===== src/rtl/fll_pkg.sv =====
package fll_pkg;
  // Smallest multiplier the loop may run with.
  localparam int MIN_MULT = 4;

  typedef enum logic {
    ST_ACQ  = 1'b0,
    ST_HOLD = 1'b1
  } lock_st_e;
endpackage


===== src/rtl/fll_pulse_cnt.sv =====
// Counts oscillator pulses over one comparison cycle and forms the signed
// count error against the floored multiplier.
module fll_pulse_cnt #(
  parameter int CNT_W    = 10,
  parameter int MIN_MULT = fll_pkg::MIN_MULT,
  localparam int ERR_W   = CNT_W + 1
) (
  input  logic                    clk,
  input  logic                    rst,
  input  logic                    engage,
  input  logic                    dco_pulse,
  input  logic                    cmp_end,
  input  logic [CNT_W-1:0]        mult_val,
  output logic signed [ERR_W-1:0] err_q,
  output logic                    valid_q
);
  localparam logic [CNT_W-1:0] MIN_V = CNT_W'(MIN_MULT);
  localparam logic [CNT_W-1:0] MAX_V = {CNT_W{1'b1}};

  logic [CNT_W-1:0]        cnt_q;
  logic [CNT_W-1:0]        cnt_n;
  logic [CNT_W-1:0]        eff_mult;
  logic signed [ERR_W-1:0] diff;

  always_comb begin
    // Saturate instead of wrapping on a runaway oscillator.
    if (dco_pulse && (cnt_q != MAX_V)) cnt_n = cnt_q + 1'b1;
    else                               cnt_n = cnt_q;
    eff_mult = (mult_val < MIN_V) ? MIN_V : mult_val;
    diff     = $signed({1'b0, cnt_n}) - $signed({1'b0, eff_mult});
  end

  always_ff @(posedge clk) begin
    if (rst || !engage) begin
      cnt_q   <= '0;
      err_q   <= '0;
      valid_q <= 1'b0;
    end else begin
      valid_q <= cmp_end;
      if (cmp_end) begin
        err_q <= diff;
        cnt_q <= '0;
      end else begin
        cnt_q <= cnt_n;
      end
    end
  end
endmodule


===== src/rtl/fll_lock_track.sv =====
// Hysteretic lock tracker with consecutive-sample qualification, sticky
// loss-of-lock flag and post-divide selection.
module fll_lock_track #(
  parameter int ERR_W  = 11,
  parameter int QUAL_W = 4
) (
  input  logic                    clk,
  input  logic                    rst,
  input  logic                    engage,
  input  logic signed [ERR_W-1:0] err,
  input  logic                    valid,
  input  logic signed [ERR_W-1:0] lock_lo,
  input  logic signed [ERR_W-1:0] lock_hi,
  input  logic signed [ERR_W-1:0] unlock_lo,
  input  logic signed [ERR_W-1:0] unlock_hi,
  input  logic [QUAL_W-1:0]       qual_count,
  input  logic                    lol_ack,
  output logic                    locked,
  output logic                    lol_flag,
  output logic                    div_half,
  output logic                    keep_lock
);
  import fll_pkg::*;

  lock_st_e          st_q;
  logic [QUAL_W-1:0] run_q;
  logic [QUAL_W-1:0] qual_eff;
  logic              in_acq;
  logic              in_hold;
  logic              lose;
  logic              gain;

  always_comb begin
    in_acq    = (err > lock_lo) && (err < lock_hi);
    in_hold   = (err > unlock_lo) && (err < unlock_hi);
    qual_eff  = (qual_count == '0) ? QUAL_W'(1) : qual_count;
    keep_lock = (st_q == ST_HOLD) && valid && in_hold;
    lose      = engage && (st_q == ST_HOLD) && valid && !in_hold;
    gain      = (st_q == ST_ACQ) && valid && in_acq &&
                ((run_q + 1'b1) >= qual_eff);
  end

  always_ff @(posedge clk) begin
    if (rst || !engage) begin
      st_q     <= ST_ACQ;
      run_q    <= '0;
      div_half <= 1'b1;
    end else if (valid) begin
      if (st_q == ST_HOLD) begin
        if (!in_hold) st_q <= ST_ACQ;
        run_q <= '0;
      end else if (!in_acq) begin
        run_q <= '0;
      end else if (gain) begin
        st_q     <= ST_HOLD;
        run_q    <= '0;
        div_half <= 1'b0;
      end else begin
        run_q <= run_q + 1'b1;
      end
    end
  end

  // The flag survives mode exit; only reset or an acknowledge clears it.
  always_ff @(posedge clk) begin
    if (rst)          lol_flag <= 1'b0;
    else if (lose)    lol_flag <= 1'b1;
    else if (lol_ack) lol_flag <= 1'b0;
  end

  assign locked = (st_q == ST_HOLD);
endmodule


===== src/rtl/fll_err_avg.sv =====
// Loop-filter feed: raw error per sample while acquiring, mean of four
// retained samples while lock holds.
module fll_err_avg #(
  parameter int ERR_W = 11,
  localparam int ACC_W = ERR_W + 2
) (
  input  logic                    clk,
  input  logic                    rst,
  input  logic                    engage,
  input  logic signed [ERR_W-1:0] err,
  input  logic                    valid,
  input  logic                    keep_lock,
  output logic                    upd_q,
  output logic signed [ERR_W-1:0] out_q
);
  logic signed [ACC_W-1:0] acc_q;
  logic signed [ACC_W-1:0] sum_n;
  logic signed [ACC_W-1:0] mean;
  logic [1:0]              phase_q;

  always_comb begin
    sum_n = acc_q + ACC_W'(err);
    mean  = sum_n >>> 2;
  end

  always_ff @(posedge clk) begin
    if (rst || !engage) begin
      acc_q   <= '0;
      phase_q <= '0;
      upd_q   <= 1'b0;
      out_q   <= '0;
    end else begin
      upd_q <= 1'b0;
      if (valid) begin
        if (keep_lock) begin
          if (phase_q == 2'd3) begin
            upd_q   <= 1'b1;
            out_q   <= mean[ERR_W-1:0];
            acc_q   <= '0;
            phase_q <= '0;
          end else begin
            acc_q   <= sum_n;
            phase_q <= phase_q + 1'b1;
          end
        end else begin
          upd_q   <= 1'b1;
          out_q   <= err;
          acc_q   <= '0;
          phase_q <= '0;
        end
      end
    end
  end
endmodule


===== src/rtl/fll_lock_det.sv =====
module fll_lock_det #(
  parameter int CNT_W  = 10,
  parameter int QUAL_W = 4,
  localparam int ERR_W = CNT_W + 1
) (
  input  logic                    clk,
  input  logic                    rst,
  input  logic                    engage,
  input  logic                    dco_pulse,
  input  logic                    cmp_end,
  input  logic [CNT_W-1:0]        mult_val,
  input  logic signed [ERR_W-1:0] lock_lo,
  input  logic signed [ERR_W-1:0] lock_hi,
  input  logic signed [ERR_W-1:0] unlock_lo,
  input  logic signed [ERR_W-1:0] unlock_hi,
  input  logic [QUAL_W-1:0]       qual_count,
  input  logic                    lol_ack,
  output logic signed [ERR_W-1:0] count_err,
  output logic                    err_valid,
  output logic                    filt_upd,
  output logic signed [ERR_W-1:0] filt_err,
  output logic                    locked,
  output logic                    lol_flag,
  output logic                    div_half
);
  logic keep_lock;

  fll_pulse_cnt #(.CNT_W(CNT_W)) u_cnt (
    .clk(clk), .rst(rst), .engage(engage), .dco_pulse(dco_pulse),
    .cmp_end(cmp_end), .mult_val(mult_val),
    .err_q(count_err), .valid_q(err_valid)
  );

  fll_lock_track #(.ERR_W(ERR_W), .QUAL_W(QUAL_W)) u_trk (
    .clk(clk), .rst(rst), .engage(engage), .err(count_err), .valid(err_valid),
    .lock_lo(lock_lo), .lock_hi(lock_hi),
    .unlock_lo(unlock_lo), .unlock_hi(unlock_hi),
    .qual_count(qual_count), .lol_ack(lol_ack),
    .locked(locked), .lol_flag(lol_flag), .div_half(div_half),
    .keep_lock(keep_lock)
  );

  fll_err_avg #(.ERR_W(ERR_W)) u_avg (
    .clk(clk), .rst(rst), .engage(engage), .err(count_err), .valid(err_valid),
    .keep_lock(keep_lock), .upd_q(filt_upd), .out_q(filt_err)
  );
endmodule


===== config.mk =====
export PLATFORM = sky130hd
export DESIGN_NAME = fll_lock_det
export DESIGN_NICKNAME = d
export VERILOG_FILES = /design/src/rtl/fll_pkg.sv /design/src/rtl/fll_pulse_cnt.sv /design/src/rtl/fll_lock_track.sv /design/src/rtl/fll_err_avg.sv /design/src/rtl/fll_lock_det.sv
export SDC_FILE = /design/constraint.sdc
export NUM_CORES = 1
export LEC_CHECK = 0
export ABC_AREA = 1
export BUFFER_PORTS_ARGS = -buffer_cell sky130_fd_sc_hd__buf_4
export CORE_MARGIN = 2
export CORE_UTILIZATION = 51
export CTS_CLUSTER_SIZE = 25
export DETAILED_ROUTE_END_ITERATION = 10
export PLACE_DENSITY_LB_ADDON = 0.05
export SLEW_MARGIN = 5
export SYNTH_ARGS = -nofsm -noshare
export SYNTH_HDL_FRONTEND = slang
export SYNTH_SLANG_ARGS = --single-unit

===== constraint.sdc =====
create_clock -name clk -period 2.4 [get_ports clk]
set_input_delay 0.24 -clock clk [delete_from_list [all_inputs] [get_ports clk]]
set_output_delay 0.24 -clock clk [all_outputs]
set_load 0.1 [all_outputs]

==> flow_summary.json <==
{
  "synth.yosys.seq_area_share_pct": 23.10,
  "met2WireLength_microns": 7320,
  "clock_sinks": 56,
  "crit_fanout": 5,
  "highest_layer": "met4",
  "setup.worst_path.class": "reg -> reg",
  "dr.pass1.iters": 5,
  "drtIter0Drc": 244,
  "worst_pin_slew_ns": 0.5595,
  "clockRootBuffer": "clkbuf_8",
  "worstReg2RegEnd": "u_cnt.err_q[7]",
  "rsz0062_at_grt": "yes",
  "cap_violations": 0,
  "async_flop_share_pct": 0,
  "worst-endpoint-required_ns": 2.61,
  "skew_ns": 0.003873,
  "fill_cells": 781,
  "die-area_sq_mm": 0.01031,
  "ys_seq_elements": 56,
  "start_util_pct": 52.51,
  "via_count": 5263,
  "synthFlopType": "dfxtp_1",
  "syn_inst": 749,
  "ff_latch_area_sq_mm": 0.001137,
  "leakage_nw": 3.629,
  "cp-start-kind": "flop",
  "cts_max_path_buffers": 2,
  "routed_via_density": 5.145,
  "r2r_start": "u_cnt.cnt_q[1]",
  "slew_headroom_pct": 62.57,
  "antenna_cells": 0,
  "maxSlewViolCount": 0,
  "nNetsFinal": 1030,
  "area_growth_pct": 32.39,
  "stdcell_count": 1023,
  "final_util_pct": 69.52,
  "io_buffers": 90,
  "die_h_microns": 101.5,
  "antenna_left": 0,
  "clock.fmax_mhz": 386.9,
  "synth_cell_type_count": 36,
  "wirelength_microns": 14260,
  "m1WireLength_microns": 5895,
  "rr_worst_depth": 18,
  "synth_area_sq_mm": 0.004852,
  "cts_buffers": 5,
  "grt_max_degree": 26,
  "hold_viol": 0,
  "wl_per_cell_microns": 13.94,
  "synth_edf_count": 0,
  "yosys_warnings": 0,
  "fp.coreArea_sq_mm": 0.009240,
  "dr_wl_met3_microns": 630,
  "cts_tree": "done",
  "period_needed_ns": 2.585,
  "r2r_setup_slack_ns": -0.18,
  "grt_pass1_vias": 5122,
  "vdd_drop_max_uv": 257.0,
  "syn-num-nets": 886,
  "hpwl_microns": 10930,
  "synth_area_per_cell_sq_um": 6.478,
  "multi_input_area_sq_mm": 0.003324,
  "violations": "negative setup slack",
  "finalCritPeriodShare_pct": 107.7,
  "num_rows": 35,
  "outcome": "finished with violations",
  "grt_pass1_wl_microns": 22800,
  "insertion_delay_ns": 0.31,
  "antenna_found_initial": 0,
  "io_pins": 91,
  "min_from": "rst",
  "drc_errors": 0,
  "fin_hold_ws_ns": 0.08900,
  "gp_congestion": 0.9263,
  "h-tree-depth": 2,
  "tns_ns": -0.8644,
  "dpl.cell_count": 996,
  "powerDensity_mw_per_mm2": 329.1,
  "grt_usage_pct": 27.58,
  "fp.dieW_microns": 101.5,
  "finalSetupViolCount": 7,
  "layout-drive-gt1-share_pct": 24.72,
  "setup_slack_ns": -0.1848,
  "grt-ovfl-total": 0,
  "hold_path_class": "in -> reg",
  "min_to": "u_trk.lol_flag",
  "crit_path_end_kind": "flop",
  "hold_depth": 2,
  "crit_arrival_ns": 2.79,
  "clk_pin_slew_worst_paths_ns": 0.10
}
stage by stage:
step	setup WS [ns]	area, sq um	power (mW)
floorplan	-0.007115	4892	1.328
global placement	-0.1409	5977	1.535
detailed placement	-0.2251	5977	1.551
CTS	-0.06635	6255	2.101
global route	-0.4009	6424	2.226
finish	-0.1848	6424	2.114
timing repair:
item / 4_1_cts / 5_1_grt
endpoints found under the hold margin: 0 / 0
setup buffers: 14 / 6
cloned: 0 / 0
gates resized for setup: 22 / 30
hold buffers: 0 / 0
pin swaps: 20 / 26
endpoints found under the setup margin: 7 / 22
per-layer routing:
layer	track usage, %	up-vias
met5	0	-
met4	9.356	0
met3	4.072	32
met2	49.70	152
met1	33.32	2408
li1	-	2671
logic make-up (layout without fill, tap and decap cells):
| group | Yosys count | after routing | share of synthesized area (%) |
|---|---|---|---|
| simple gates | 354 | 354 | 31.33 |
| buf+inv | 160 | 305 | 13.02 |
| compound gates | 85 | 85 | 9.618 |
| fa+ha+maj | 73 | 73 | 19.13 |
| flops | 56 | 56 | 23.10 |
| xor+xnor | 21 | 21 | 3.791 |
worst max-delay path, stage by stage, from the launching register on:
cell and delay (ns):
dfxtp_2 0.37, ha_4 0.14, nand3_2 0.08, nor2_2 0.13, nand2_2 0.08, nand2_4 0.13
inv_4 0.06, nand3_2 0.07, nor2_2 0.05, xor2_1 0.19, inv_1 0.12, ha_4 0.33
nand2_2 0.07, nor2_2 0.14, a21oi_2 0.09, o21bai_1 0.19, a21oi_1 0.09, o21ai_1 0.08
nand2_1 0.06
where the power goes:
group          internal, mW  switching, mW  total, mW
Combinational         0.240          0.359      0.599
Sequential            0.944         0.0238      0.967
Clock                 0.236          0.312      0.548
Total                  1.42          0.695       2.11
flip-flops by register name (all words and copies together), names as in the netlist:
signal and cells:
u_avg.acc_q 13, u_avg.out_q 11, u_cnt.err_q 11, u_cnt.cnt_q 10, u_trk.run_q 4, u_avg.phase_q 2, u_avg.upd_q 1, u_cnt.valid_q 1
u_trk.div_half 1, u_trk.locked 1, u_trk.lol_flag 1
cell type report:
| cell class | count | share of cell area, % |
|---|---|---|
| repair buffers | 152 | 18.02 |
| clock buffers | 7 | 1.344 |
| flip-flops and latches | 56 | 17.71 |
| inverters | 145 | 8.551 |
| multi-input cells | 533 | 51.75 |
| well taps | 129 | 2.513 |
| clock inverters | 1 | 0.1169 |
synthesized netlist by cell type (3+ instances only):
cell type / instances / area, sq um
a21o_1: 4 / 30.03
nand3_1: 48 / 240.2
xnor2_1: 6 / 52.55
ha_1: 71 / 888.4
nor4_1: 4 / 25.02
nor2_1: 73 / 274.0
o21ai_0: 17 / 85.08
inv_1: 142 / 533.0
nand2_1: 188 / 705.7
buf_6: 3 / 33.78
xor2_1: 15 / 131.4
nand2_2: 4 / 25.02
dfxtp_1: 56 / 1121
a21oi_1: 52 / 260.3
nand4_1: 27 / 168.9
clkbuf_1: 7 / 26.28
worst max-delay path by stage:
stage	from	end	slack, ns	cells past startpoint
6_report	u_cnt.cnt_q[1]	u_cnt.err_q[7]	-0.18	18
4_1_cts	u_cnt.cnt_q[1]	u_cnt.err_q[10]	-0.07	18
3_3_place_gp	u_cnt.cnt_q[0]	u_cnt.err_q[10]	-0.14	18
3_5_place_dp	u_cnt.cnt_q[0]	u_cnt.err_q[10]	-0.23	18
5_1_grt	u_cnt.cnt_q[1]	u_cnt.err_q[7]	-0.40	18
2_1_floorplan	u_cnt.cnt_q[0]	u_cnt.err_q[10]	-0.007	18
cells in the final DEF (no fill, tap or decap), types with 2 or more instances in the layout:
cell        n
o31ai_1     2
xnor2_1     6
ha_4        4
dfxtp_2    13
nand2_1   181
nand2_2     9
dfxtp_1    43
nand4_1    27
nand3b_1    2
clkbuf_8    6
buf_4     150
inv_1     141
nand3_2     4
inv_4       2
nor2_2      6
o21ai_1     6
a21o_1      4
a21oi_2     4
o21ai_0     9
ha_1       66
xor2_1     13
nor4_4      2
nor2_1     68
a21oi_1    47
nor4_1      2
nor2_4      2
nand2_4     2
nand3_1    45
o21bai_1    2
o21a_1      2
xor2_2      2
No activity file was read; power rests on OpenSTA's default activity.
